[config.mk]
export PLATFORM = sky130hd
export DESIGN_NAME = blk_copy_engine
export DESIGN_NICKNAME = d
export VERILOG_FILES = /design/src/rtl/blk_copy_engine.sv
export SDC_FILE = /design/constraint.sdc
export NUM_CORES = 1
export LEC_CHECK = 0
export BUFFER_PORTS_ARGS = -buffer_cell sky130_fd_sc_hd__buf_2
export CAP_MARGIN = 5
export CORE_MARGIN = 3
export CORE_UTILIZATION = 48
export DETAILED_ROUTE_END_ITERATION = 7
export PLACE_DENSITY = 0.76
export SETUP_SLACK_MARGIN = 0.4
export SYNTH_ARGS = -nofsm -noshare
export SYNTH_HDL_FRONTEND = slang
export SYNTH_SLANG_ARGS = --single-unit
[constraint.sdc]
create_clock -name clk -period 2.1 [get_ports clk]
set_input_delay 0.105 -clock clk [delete_from_list [all_inputs] [get_ports clk]]
set_output_delay 0.105 -clock clk [all_outputs]
set_load 0.02 [all_outputs]
[src/rtl/blk_copy_engine.sv]
module blk_copy_engine #(
  parameter int AW = 16,
  parameter int DW = 8,
  parameter int LW = 16
) (
  input  logic          clk,
  input  logic          rst_n,
  input  logic          start,
  input  logic [AW-1:0] src_in,
  input  logic [AW-1:0] dst_in,
  input  logic [LW-1:0] len_in,
  output logic          busy,
  output logic          done,
  output logic          mem_req,
  output logic          mem_we,
  output logic [AW-1:0] mem_addr,
  output logic [DW-1:0] mem_wdata,
  input  logic [DW-1:0] mem_rdata
);
  typedef enum logic [1:0] {S_IDLE, S_RD, S_WR} st_t;

  st_t          st_q;
  logic [AW-1:0] src_q, dst_q;
  logic [LW-1:0] cnt_q;
  logic          done_q;
  logic          last_byte;

  assign last_byte = (cnt_q == LW'(1));

  always_ff @(posedge clk or negedge rst_n) begin
    if (!rst_n) begin
      st_q   <= S_IDLE;
      src_q  <= '0;
      dst_q  <= '0;
      cnt_q  <= '0;
      done_q <= 1'b0;
    end else begin
      done_q <= 1'b0;
      case (st_q)
        S_IDLE: if (start) begin
          src_q <= src_in;
          dst_q <= dst_in;
          cnt_q <= len_in;
          st_q  <= S_RD;
        end
        S_RD: st_q <= S_WR;
        S_WR: begin
          src_q <= src_q + AW'(1);
          dst_q <= dst_q + AW'(1);
          cnt_q <= cnt_q - LW'(1);
          if (last_byte) begin
            st_q   <= S_IDLE;
            done_q <= 1'b1;
          end else begin
            st_q <= S_RD;
          end
        end
        default: st_q <= S_IDLE;
      endcase
    end
  end

  assign busy      = (st_q != S_IDLE);
  assign done      = done_q;
  assign mem_req   = busy;
  assign mem_we    = (st_q == S_WR);
  assign mem_addr  = mem_we ? dst_q : src_q;
  assign mem_wdata = mem_rdata;
endmodule

==> results of run 1 <==
[where the power goes]
part | internal, mW | total, mW | leakage (nW) | switching (mW)
logic | 1.96 | 4.45 | 1.34 | 2.50
clock network | 0.234 | 0.600 | 0.0412 | 0.366
registers | 1.48 | 2.15 | 0.602 | 0.670
total | 3.67 | 7.21 | 1.99 | 3.53
[metrics by stage]
stage	hold slack (ns)	worst slack, ns	instance area, um^2	std cells	util [%]
6_report	-0.000204	-0.0223	4560	616	69.1
3_3_place_gp	0.210	0.0643	3920	572	59.3
3_5_place_dp	0.210	0.0487	3920	572	59.3
2_1_floorplan	-0.191	-0.00257	3420	418	-
5_1_grt	0.00708	-0.0438	4560	616	69.1
4_1_cts	0.00106	0.0472	4230	599	64.0
[cell families (layout without fill, tap and decap cells)]
| kind of cell | Yosys count | count (layout) | share of synthesized area (%) |
|---|---|---|---|
| AOI/OAI and AO/OA | 135 | 135 | 27.1 |
| adders and majority gates | 4 | 4 | 1.48 |
| muxes | 5 | 5 | 1.48 |
| and+or+nand+nor | 172 | 172 | 25.5 |
| DFF | 51 | 51 | 37.7 |
| buffers and inverters | 51 | 156 | 6.69 |
[path summary, 6_finish.rpt]
kind	startpoint	endpoint	slack, ns
min	len_in[12]	cnt_q[12]$_DFFE_PN0P_	-0.0002
max	cnt_q[9]$_DFFE_PN0P_	cnt_q[15]$_DFFE_PN0P_	-0.02
min in group asynchronous	rst_n	dst_q[15]$_DFFE_PN0P_	0.43
min reg2reg	dst_q[3]$_DFFE_PN0P_	dst_q[3]$_DFFE_PN0P_	0.53
max in group asynchronous	rst_n	src_q[2]$_DFFE_PN0P_	1.16
max reg2reg	cnt_q[9]$_DFFE_PN0P_	cnt_q[15]$_DFFE_PN0P_	-0.02
[cell usage in the layout (no fill, tap or decap), types with 3 or more instances in the layout]
master	netlist	routed
dlygate4sd3_1	0	3
a221o_1	4	4
dfrtp_1	51	42
or4_1	8	3
nor4_2	0	3
nor4_1	11	6
dfrtp_2	0	9
buf_6	0	8
nor3_1	7	4
o311ai_0	5	4
a22oi_1	6	6
clkbuf_8	0	5
a21oi_1	34	34
o211ai_1	10	10
or4_4	1	6
nand4_1	8	8
mux2i_1	5	5
nand2b_1	4	3
nand3_2	0	4
o31ai_1	6	3
or3_1	4	3
and3_1	3	3
o221ai_1	3	3
o32ai_1	3	3
buf_4	9	52
nand3_1	22	17
inv_1	11	9
o21ai_0	19	14
nand2_1	70	69
nor2_1	16	16
o22a_1	8	8
a211o_1	4	4
buf_2	1	70
o22ai_1	15	15
o21ai_1	0	4
[per-layer routing]
metal	vias up	wire length, um	GRT usage, %
met2	152	5350	44.7
met3	26	723	4.67
li1	1778	-	-
met1	1823	4490	33.9
met4	0	214	7.53
met5	-	0	0
[timing repair]
item                                   CTS  global route
resized for setup                       24            51
hold buffers                             2             1
pin swaps                                9            15
endpoints found under the hold margin   52             1
setup buffers                           17            16
setup endpoints to repair               34            45
[critical path: cells and delay by family (launching register included)]
kind / cells / cell delay [ns]
compound gates: 1 / 0.45
flops: 1 / 0.41
simple gates: 3 / 1.12
[registers in the layout, indices dropped and copies added (netlist names)]
signal and flops:
st_q 2, cnt_q 16, src_q 16, dst_q 16
done 1
[cell usage after synthesis, drive strengths merged (4+ instances only)]
| master | instances |
|---|---|
| mux2i | 5 |
| inv | 12 |
| nand2 | 70 |
| or3 | 6 |
| o22a | 8 |
| nor4 | 11 |
| o211ai | 10 |
| dfrtp | 51 |
| nor3 | 7 |
| buf | 13 |
| o31ai | 6 |
| or4 | 10 |
| nand4 | 8 |
| a211o | 4 |
| o22ai | 15 |
| clkbuf | 25 |
| o21ai | 19 |
| nor2 | 16 |
| or2 | 4 |
| a22oi | 6 |
| a21oi | 34 |
| nand3 | 22 |
| nand2b | 4 |
| o311ai | 6 |
| ha | 4 |
| a221o | 4 |
[layout make-up]
type                    instances  area [um^2]
clock buffers                   6         72.6
inverters                      13         56.3
flip-flops and latches         51         1290
fillers                       550         2040
clock inverters                 2         12.5
multi-input cells             316         2120
well taps                      93          116
repair buffers                135          896
==> results.txt, run 1 <==
Status: finished with violations
Failing checks: hold timing, setup timing
Top_reg_cell synth: dfrtp_1
Diode count: 0
WL final: 10800 um
Vias per std cell: 6.13
DIE AREA: 0.00809 mm^2
Overall Power: 7.21 mW
First-pass GRT wire length: 17500 um
Via count: 3779
Number of core rows: 29
Crit start category: flop
Port Buffers: 70
Fmax: 471 MHz
Iteration-0 DRC Markers: 281
Area of the core: 0.00660 mm^2
Power Dens Cells: 1580 mW/mm^2
Largest cells by area after synthesis: dfrtp_1, nand2_1, a21oi_1
Crit-path most repeated cell: or4_4
Arrival time at the worst endpoint: 2.32 ns
Hold Path Stages: 3
Cts bufs inserted: 5
Reg clk slew, reported paths: 0.11 ns
Routed len/inst: 17.5 um
Total GRT Usage: 26.1%
H-Tree Depth: 2
Clk sinks: 51
MaxCap Viol Count: 0
Root Driver: clkbuf_8
R2r worst-path depth: 4
Fin nets: 585
Setup tns final: -0.0223 ns
Period utilization: 101%
I/O Pins: 87
Avg Cell Area, Syn: 8.09 um^2
Measured slew at the worst slew-check pin: 0.696 ns
Max-slew headroom: 53.6%
Die width: 90.0 um
CP max stage delay: 0.54 ns
HPWL after DPL: 6990 um
Skew-Pair Late Insertion Delay: 0.32 ns
YS warnings: 0
Ys async rst share: 100%
Worst setup margin: -0.0223 ns
Minimum clock period: 2.12 ns
Post-synth top area share: 37.7%
Setup violations, final: 1
Maximum root-to-sink buffer count: 2
Register area share after synthesis: 37.7%
Area growth syn-to-layout: 34.8%
CTS tree: built
Critical setup path kind: flop to flop
Initial antenna violation count: 0
Post-synthesis register bit count: 51
Pin count of the biggest net entering global routing: 52
Crit-path max FO: 6
Hold slack: -0.000204 ns
Hold Crit Class: input port to flop
Critical-path cell list: or4_4 > or4_4 > o311ai_1 > nand3_2
Cell variety after synth: 59
DRC viols: 0
Final Max Slew Viols: 0
Post-Syn Area: 0.00338 mm^2
CP endpoint kind: flop
Slowest library cell on the worst path: or4_4
Layout cell share with drive strength beyond 1: 37.3%
Vias in the first global route: 3640
Cell taking the most area after synthesis: dfrtp_1
Syn Nets: 481
Remaining antenna violation count: 0
GPL Wtd Cong: 0.911
Cells after synthesis: 418
RSZ-0062 raised after global routing: yes
Maximum vdd ir drop: 0.783 mV
Initial Utilization: 51.2%
Leak Pwr: 1.99 nW
Die H: 90.0 um
Hold Vio Cnt, Final: 2
Fin Clk Skew: 0.0107 ns
Post-synth EDFFs: 0
WP data required: 2.29 ns
Grt total ovfl: 0
DR pass1 iterations: 5
No activity file was read; power rests on OpenSTA's default activity.
==> inputs of run 2 (changes only) <==
BUFFER_PORTS_ARGS = -buffer_cell sky130_fd_sc_hd__buf_4   (was -buffer_cell sky130_fd_sc_hd__buf_2)
MAX_ROUTING_LAYER = met4   (was unset)
==> run 2 against run 1 <==
Net effect:
- the flow finishes with violations (hold timing)
- clock power shrank 3%
- cell count grew 1.3%
- hold slack lost 0.0034 ns
- power grew 11%
- via count grew 4.6%
- global-route usage grew 1.4 points
==> results.txt, run 2 (synthesized netlist as in run 1, its figures left out) <==
Status: finished with violations
Failing checks: hold timing
Maximum vdd ir drop: 0.872 mV (+11%)
Largest regs: cnt_q (16), dst_q (16), src_q (16)
GPL Wtd Cong: 0.894 (-1.8%)
Reg clk slew, reported paths: 0.10 ns (about the same)
Number of core rows: 29 (unchanged)
Minimum clock period: 1.99 ns (-0.129 ns)
Hold Path Stages: 3 (unchanged)
Period utilization: 94.9% (-6.1 points)
Grt total ovfl: 0 (unchanged)
Setup slack, reg-to-reg: 0.11 ns (+0.13 ns)
Hold slack: -0.00361 ns (-0.00340 ns)
FILL cells: 494 (-10%)
H-Tree Depth: 2 (unchanged)
Commonest non-fill, non-tap cell in the layout: buf_4
Hold Crit Class: input port to flop
Total GRT Usage: 27.6% (+1.4 points)
R2r endpoint: cnt_q[15]$_DFFE_PN0P_
Dpl cells: 569 (-0.52%)
DRC viols: 0 (unchanged)
Final Max Slew Viols: 0 (unchanged)
Port Buffers: 70 (unchanged)
Final Non-Filler Cells: 624 (+1.3%)
Part of the power in registers: 27.4% (-2.5 points)
Pin count of the biggest net entering global routing: 52 (unchanged)
WL final: 11900 um (+11%)
Skew-Pair Late Insertion Delay: 0.32 ns (about the same)
Die H: 90.0 um (unchanged)
Cts bufs inserted: 5 (unchanged)
Logic pwr share: 65.3% (+3.5 points)
Area growth syn-to-layout: 45.5%
Via count: 3954 (+4.6%)
Clock share of power: 7.3% (-1.0 points)
Diode count: 0 (unchanged)
Footprint of the multi-input gates: 0.00214 mm^2 (+1.1%)
Arrival time at the worst endpoint: 2.25 ns (-0.07 ns)
Worst setup margin: 0.107 ns (+0.129 ns)
Critical setup path kind: flop to flop
Initial antenna violation count: 0 (unchanged)
Power Dens Cells: 1620 mW/mm^2 (+2.7%)
Sw Pwr: 3.78 mW (+6.9%)
Hold endpoint: src_q[12]$_DFFE_PN0P_
Routed len/inst: 19.1 um (+9.4%)
Maximum root-to-sink buffer count: 2 (unchanged)
R2r worst-path depth: 4 (unchanged)
HPWL after DPL: 7160 um (+2.5%)
Root Driver: clkbuf_8
First-pass GRT wire length: 17900 um (+2.0%)
I/O Pins: 87 (unchanged)
Die width: 90.0 um (unchanged)
MaxCap Viol Count: 0 (unchanged)
Initial Utilization: 51.2% (unchanged)
Layout cell share with drive strength beyond 1: 39.2% (+1.9 points)
Internal power: 4.21 mW (+15%)
CP endpoint kind: flop
DR pass1 iterations: 5 (unchanged)
Fmax: 502 MHz (+6.5%)
Measured slew at the worst slew-check pin: 0.700 ns (+0.00434 ns)
Crit start category: flop
DIE AREA: 0.00809 mm^2 (unchanged)
Crit-path max FO: 4 (-2)
Critical-path cell list: or4_4 > or4_4 > or4b_1 > nand3_1
Storage cell area: 0.00129 mm^2 (about the same)
Sw frac: 47.3% (-1.7 points)
Remaining antenna violation count: 0 (unchanged)
CP max stage delay: 0.54 ns (about the same)
Fin nets: 593 (+1.4%)
Crit-path most repeated cell: or4_4
Slowest library cell on the worst path: or4_4
Clk sinks: 51 (unchanged)
RR Startpoint: cnt_q[9]$_DFFE_PN0P_
Most frequent cells in the layout: buf_4, nand2_1, dfrtp_1, a21oi_1, nand3_1
Setup violations, final: 0 (-1)
CTS tree: built
Vias per std cell: 6.34 (+3.3%)
Iteration-0 DRC Markers: 501 (+78%)
WP data required: 2.35 ns (+0.06 ns)
Hold Vio Cnt, Final: 1 (-1)
RSZ-0062 raised after global routing: yes
Hold path start: src_in[12]
Max-slew headroom: 53.3% (-0.29 points)
Leak Pwr: 2.14 nW (+7.5%)
Fin Clk Skew: 0.0112 ns (+0.000536 ns)
Area of the core: 0.00660 mm^2 (unchanged)
Dpl ws: 0.0752 ns (+0.0265 ns)
Vias in the first global route: 3616 (-0.66%)
-- run 2: cell count changes in the layout (fill, tap and decap cells not counted), moves of 2 or more --
cell	delta
buf_2	-69
buf_4	+67
nand2_1	-7
nand2_2	+7
buf_6	+6
buf_12	+2
o21ai_1	-2
o21ai_2	+2
o31ai_1	+2
o31ai_2	-2
-- run 2: what timing repair did --
action,in CTS,in global routing
pin swaps,7,19
endpoints found under the setup margin,49,43
gates resized for setup,36,63
gates cloned,2,1
setup buffers,17,25
hold buffers,2,0
endpoints found under the hold margin,52,0
-- run 2: area by class of cell --
cell class,instances,area share [%]
multi-input combinational,316,43.6
sequential,51,26.1
timing repair buffer,143,24.9
tap,93,2.36
clock buffer,6,1.47
inverter,13,1.30
clock inverter,2,0.254
-- run 2: worst max-delay path: cells and delay by family, from the launching register on --
family	cells	cell delay, ns
flops	1	0.39
simple gates	4	1.55
-- run 2: routing by layer --
metal  track usage [%]  wire length, um  share of wire (%)  vias to the layer above
met3              4.09              980                8.2                       53
met5                 -                0                  0                        -
met1              35.6             4560                 38                     1872
met4              8.55              454                3.8                        0
li1                  -                -                  -                     1798
met2              45.0             5950                 50                      231
-- run 2: through the flow --
step / cell area [um^2] / TNS [ns] / total power, mW / util, %
finish: 4920 / 0 / 7.99 / 74.5
global route: 4920 / 0 / 8.49 / 74.5
CTS: 4480 / 0 / 7.06 / 67.9
detailed placement: 4070 / 0 / 5.87 / 61.6
global placement: 4070 / 0 / 5.74 / 61.6
floorplan: 3420 / -0.00257 / 4.50 / -
-- run 2: how the worst max path moves through the flow --
stage | startpoint | end | cells after the start
2_1_floorplan | cnt_q[8]$_DFFE_PN0P_ | cnt_q[15]$_DFFE_PN0P_ | 5
3_3_place_gp | cnt_q[9]$_DFFE_PN0P_ | cnt_q[15]$_DFFE_PN0P_ | 4
3_5_place_dp | cnt_q[9]$_DFFE_PN0P_ | cnt_q[15]$_DFFE_PN0P_ | 4
4_1_cts | cnt_q[9]$_DFFE_PN0P_ | cnt_q[15]$_DFFE_PN0P_ | 4
5_1_grt | cnt_q[9]$_DFFE_PN0P_ | cnt_q[15]$_DFFE_PN0P_ | 4
6_report | cnt_q[9]$_DFFE_PN0P_ | cnt_q[15]$_DFFE_PN0P_ | 4
-- run 2: power groups by stage --
| stage | registers, mW | logic [mW] | clock network (mW) |
|---|---|---|---|
| global route | 2.26 | 5.60 | 0.631 |
| finish | 2.18 | 5.22 | 0.583 |
| CTS | 2.10 | 4.38 | 0.584 |
| global placement | 2.11 | 3.62 | 0 |
| floorplan | 1.92 | 2.58 | 0 |
| detailed placement | 2.15 | 3.72 | 0 |
==> inputs of run 3 (changes only) <==
ABC_AREA = 1   (was unset)
CORE_UTILIZATION = 49   (was 48)
PLACE_DENSITY = 0.77   (was 0.76)
==> run 3 against run 2 <==
Net effect:
- the run now ends clean
- largest power group is now sequential cells
- combinational power down 96%
- global-route usage down 1.2 points
- sequential cell count unchanged
- count of clock-buffer cells in the layout down 1
- highest routed layer unchanged
- power down 75%
- clock power up 22%
- area after synthesis up 6.2%
- first-iteration DRC count down 45%
- maximum frequency up 22%
- final area down 9.4%
- hold slack better by 0.011 ns
- synthesized cell count up 33%
==> results.txt, run 3 <==
Status: complete, no violations
Area of the core: 0.00694 mm^2 (+5.2%)
CP endpoint kind: output pin
Most frequent cells in the layout: nand2_1, nor2_1, buf_4, dfrtp_1, inv_1
Number of core rows: 30 (+3.4%)
Post-synth top area share: 35.5% (-2.2 points)
MaxCap Viol Count: 0 (unchanged)
Syn Nets: 619 (+29%)
Vias per std cell: 5.39 (-15%)
Grt total ovfl: 0 (unchanged)
Area growth syn-to-layout: 24.2%
Register area share after synthesis: 35.5% (-2.2 points)
Layout Utilization: 64.3% (-10 points)
Wire length on met1: 4830 um (+5.9%)
Post-synthesis register bit count: 51 (unchanged)
Main combinational cell family by area after synthesis: simple AND/OR/NAND/NOR gates
Routed len/inst: 14.6 um (-24%)
Critical setup path kind: flop to output pin
Cell variety after synth: 33 (-44%)
Via count: 3880 (-1.9%)
HPWL after DPL: 7410 um (+3.4%)
Measured slew at the worst slew-check pin: 0.690 ns (-0.0105 ns)
Hold Crit Class: input port to flop
Clk sinks: 51 (unchanged)
DIE AREA: 0.00840 mm^2 (+3.8%)
Period utilization: 78.0% (-17 points)
Dpl cells: 701 (+23%)
Fin Clk Skew: 0.00742 ns (-0.00382 ns)
Max Used Layer: met4
Final Max Slew Viols: 0 (unchanged)
Crit start category: flop
YS warnings: 0 (unchanged)
Hold Vio Cnt, Final: 0 (-1)
Crit-path max FO: 18 (+14)
Cts bufs inserted: 5 (unchanged)
Total GRT Usage: 26.4% (-1.2 points)
Largest regs: cnt_q (16), dst_q (16), src_q (16)
Port Buffers: 70 (unchanged)
DRC viols: 0 (unchanged)
Commonest non-fill, non-tap cell in the layout: nand2_1
Cell taking the most area after synthesis: dfrtp_1
Overall Power: 1.98 mW (-75%)
Post-synth top cells: nand2_1, nor2_1, dfrtp_1
Iteration-0 DRC Markers: 275 (-45%)
WP data required: 2.00 ns (-0.35 ns)
Arrival time at the worst endpoint: 1.53 ns (-0.72 ns)
Power Dens Cells: 444 mW/mm^2 (-73%)
Avg Cell Area, Syn: 6.46 um^2 (-20%)
First-pass GRT wire length: 17500 um (-2.1%)
Post-Synth Simple-Gate Area: 38.9% (+13 points)
Final Non-Filler Cells: 720 (+15%)
Root Driver: clkbuf_8
CTS tree: built
Setup violations, final: 0 (unchanged)
Die width: 91.6 um (+1.9%)
RSZ-0062 raised after global routing: yes
Setup tns final: 0 ns (unchanged)
DR pass1 iterations: 5 (unchanged)
Mux contribution to synthesized area: 0% (-1.5 points)
Post-synthesis compound-gate area fraction: 13.0% (-14 points)
Most numerous cell in the Yosys netlist: nand2_1
Fmax: 610 MHz (+22%)
Remaining antenna violation count: 0 (unchanged)
Max-slew headroom: 54.0% (+0.70 points)
Top_reg_cell synth: dfrtp_1
Diode count: 0 (unchanged)
Xor-xnor portion of the synthesized cell area: 0.975% (+0.97 points)
Fin nets: 687 (+16%)
Post-Syn Area: 0.00359 mm^2 (+6.2%)
Maximum root-to-sink buffer count: 2 (unchanged)
Skew-Pair Late Insertion Delay: 0.32 ns (about the same)
Adder-cell share of the synthesized area: 1.39% (-0.087 points)
H-Tree Depth: 2 (unchanged)
GPL Wtd Cong: 0.961 (+7.5%)
Cells after synthesis: 556 (+33%)
Hold slack: 0.00744 ns (+0.0110 ns)
Layout cell share with drive strength beyond 1: 18.9% (-20 points)
Initial antenna violation count: 0 (unchanged)
Initial Utilization: 51.7% (+0.52 points)
Metal3 WL: 729 um (-26%)
Met2 wire length: 4810 um (-19%)
Post-synth EDFFs: 0 (unchanged)
Minimum clock period: 1.64 ns (-0.354 ns)
Reg clk slew, reported paths: 0.10 ns (about the same)
WL final: 10500 um (-12%)
Die H: 91.6 um (+1.9%)
Vias in the first global route: 3617 (+0.028%)
Pin count of the biggest net entering global routing: 52 (unchanged)
I/O Pins: 87 (unchanged)
Ys async rst share: 100% (unchanged)
Maximum vdd ir drop: 0.347 mV (-60%)
Largest cells by area after synthesis: dfrtp_1, nand2_1, nor2_1
Leak Pwr: 2.15 nW (+0.76%)
run 3: cell type report:
cell class / count / area, um^2
inverter: 54 / 218
fill: 637 / 2480
multi-input combinational: 424 / 1980
clock buffer: 5 / 68.8
clock inverter: 2 / 37.5
timing repair buffer: 87 / 752
tap: 96 / 120
timing repair inverter: 1 / 8.76
sequential: 51 / 1280
run 3: critical path, stage by stage (launching register included):
cell and delay, ns:
dfrtp_1 0.40, inv_2 0.11, nand2_8 0.10, buf_12 0.17, nor2_1 0.18, a21oi_1 0.09
buf_4 0.17
run 3: worst paths after layout:
| check | startpoint | to | slack, ns | cells past startpoint |
|---|---|---|---|---|
| worst max-delay path | st_q[0]$_DFFE_PN0P_ | mem_addr[9] | 0.46 | 6 |
| worst min register to register | cnt_q[15]$_DFFE_PN0P_ | cnt_q[15]$_DFFE_PN0P_ | 0.53 | 2 |
| worst min-delay path | len_in[12] | cnt_q[12]$_DFFE_PN0P_ | 0.007 | 3 |
| worst max register to register | st_q[0]$_DFFE_PN0P_ | dst_q[11]$_DFFE_PN0P_ | 0.48 | 8 |
| max in group asynchronous | rst_n | st_q[1]$_DFFE_PN0P_ | 1.23 | 2 |
| min in group asynchronous | rst_n | cnt_q[14]$_DFFE_PN0P_ | 0.37 | 2 |
run 3: repair_timing:
| item | 4_1_cts | 5_1_grt |
|---|---|---|
| endpoints found under the setup margin | 11 | 29 |
| hold buffers | 2 | 0 |
| gates cloned | 3 | 0 |
| gates resized for setup | 11 | 9 |
| hold endpoints to repair | 52 | 0 |
| buffers inserted | 1 | 6 |
run 3: report_power, final:
| part | internal, mW | switching, mW | leakage (nW) | total, mW |
|---|---|---|---|---|
| Combinational | 0.111 | 0.123 | 1.53 | 0.234 |
| Clock | 0.349 | 0.363 | 0.0502 | 0.713 |
| Sequential | 1.00 | 0.0320 | 0.573 | 1.04 |
| Total | 1.47 | 0.518 | 2.15 | 1.98 |
run 3: cell families after synthesis:
group | after synthesis
flops | 51
simple gates | 331
fa+ha+maj | 4
xor+xnor | 4
buf+inv | 81
compound gates | 85
run 3: routing by layer:
layer	track usage, %	vias up
li1	-	1921
met1	36.8	1785
met2	40.7	162
met3	3.53	12
met4	7.04	0
met5	-	-
run 3: metrics by stage:
step	area [um^2]	setup WS [ns]
after floorplan	3590	0.569
after global placement	4130	0.582
after detailed placement	4130	0.555
after CTS	4390	0.414
after global routing	4460	0.365
final	4460	0.461
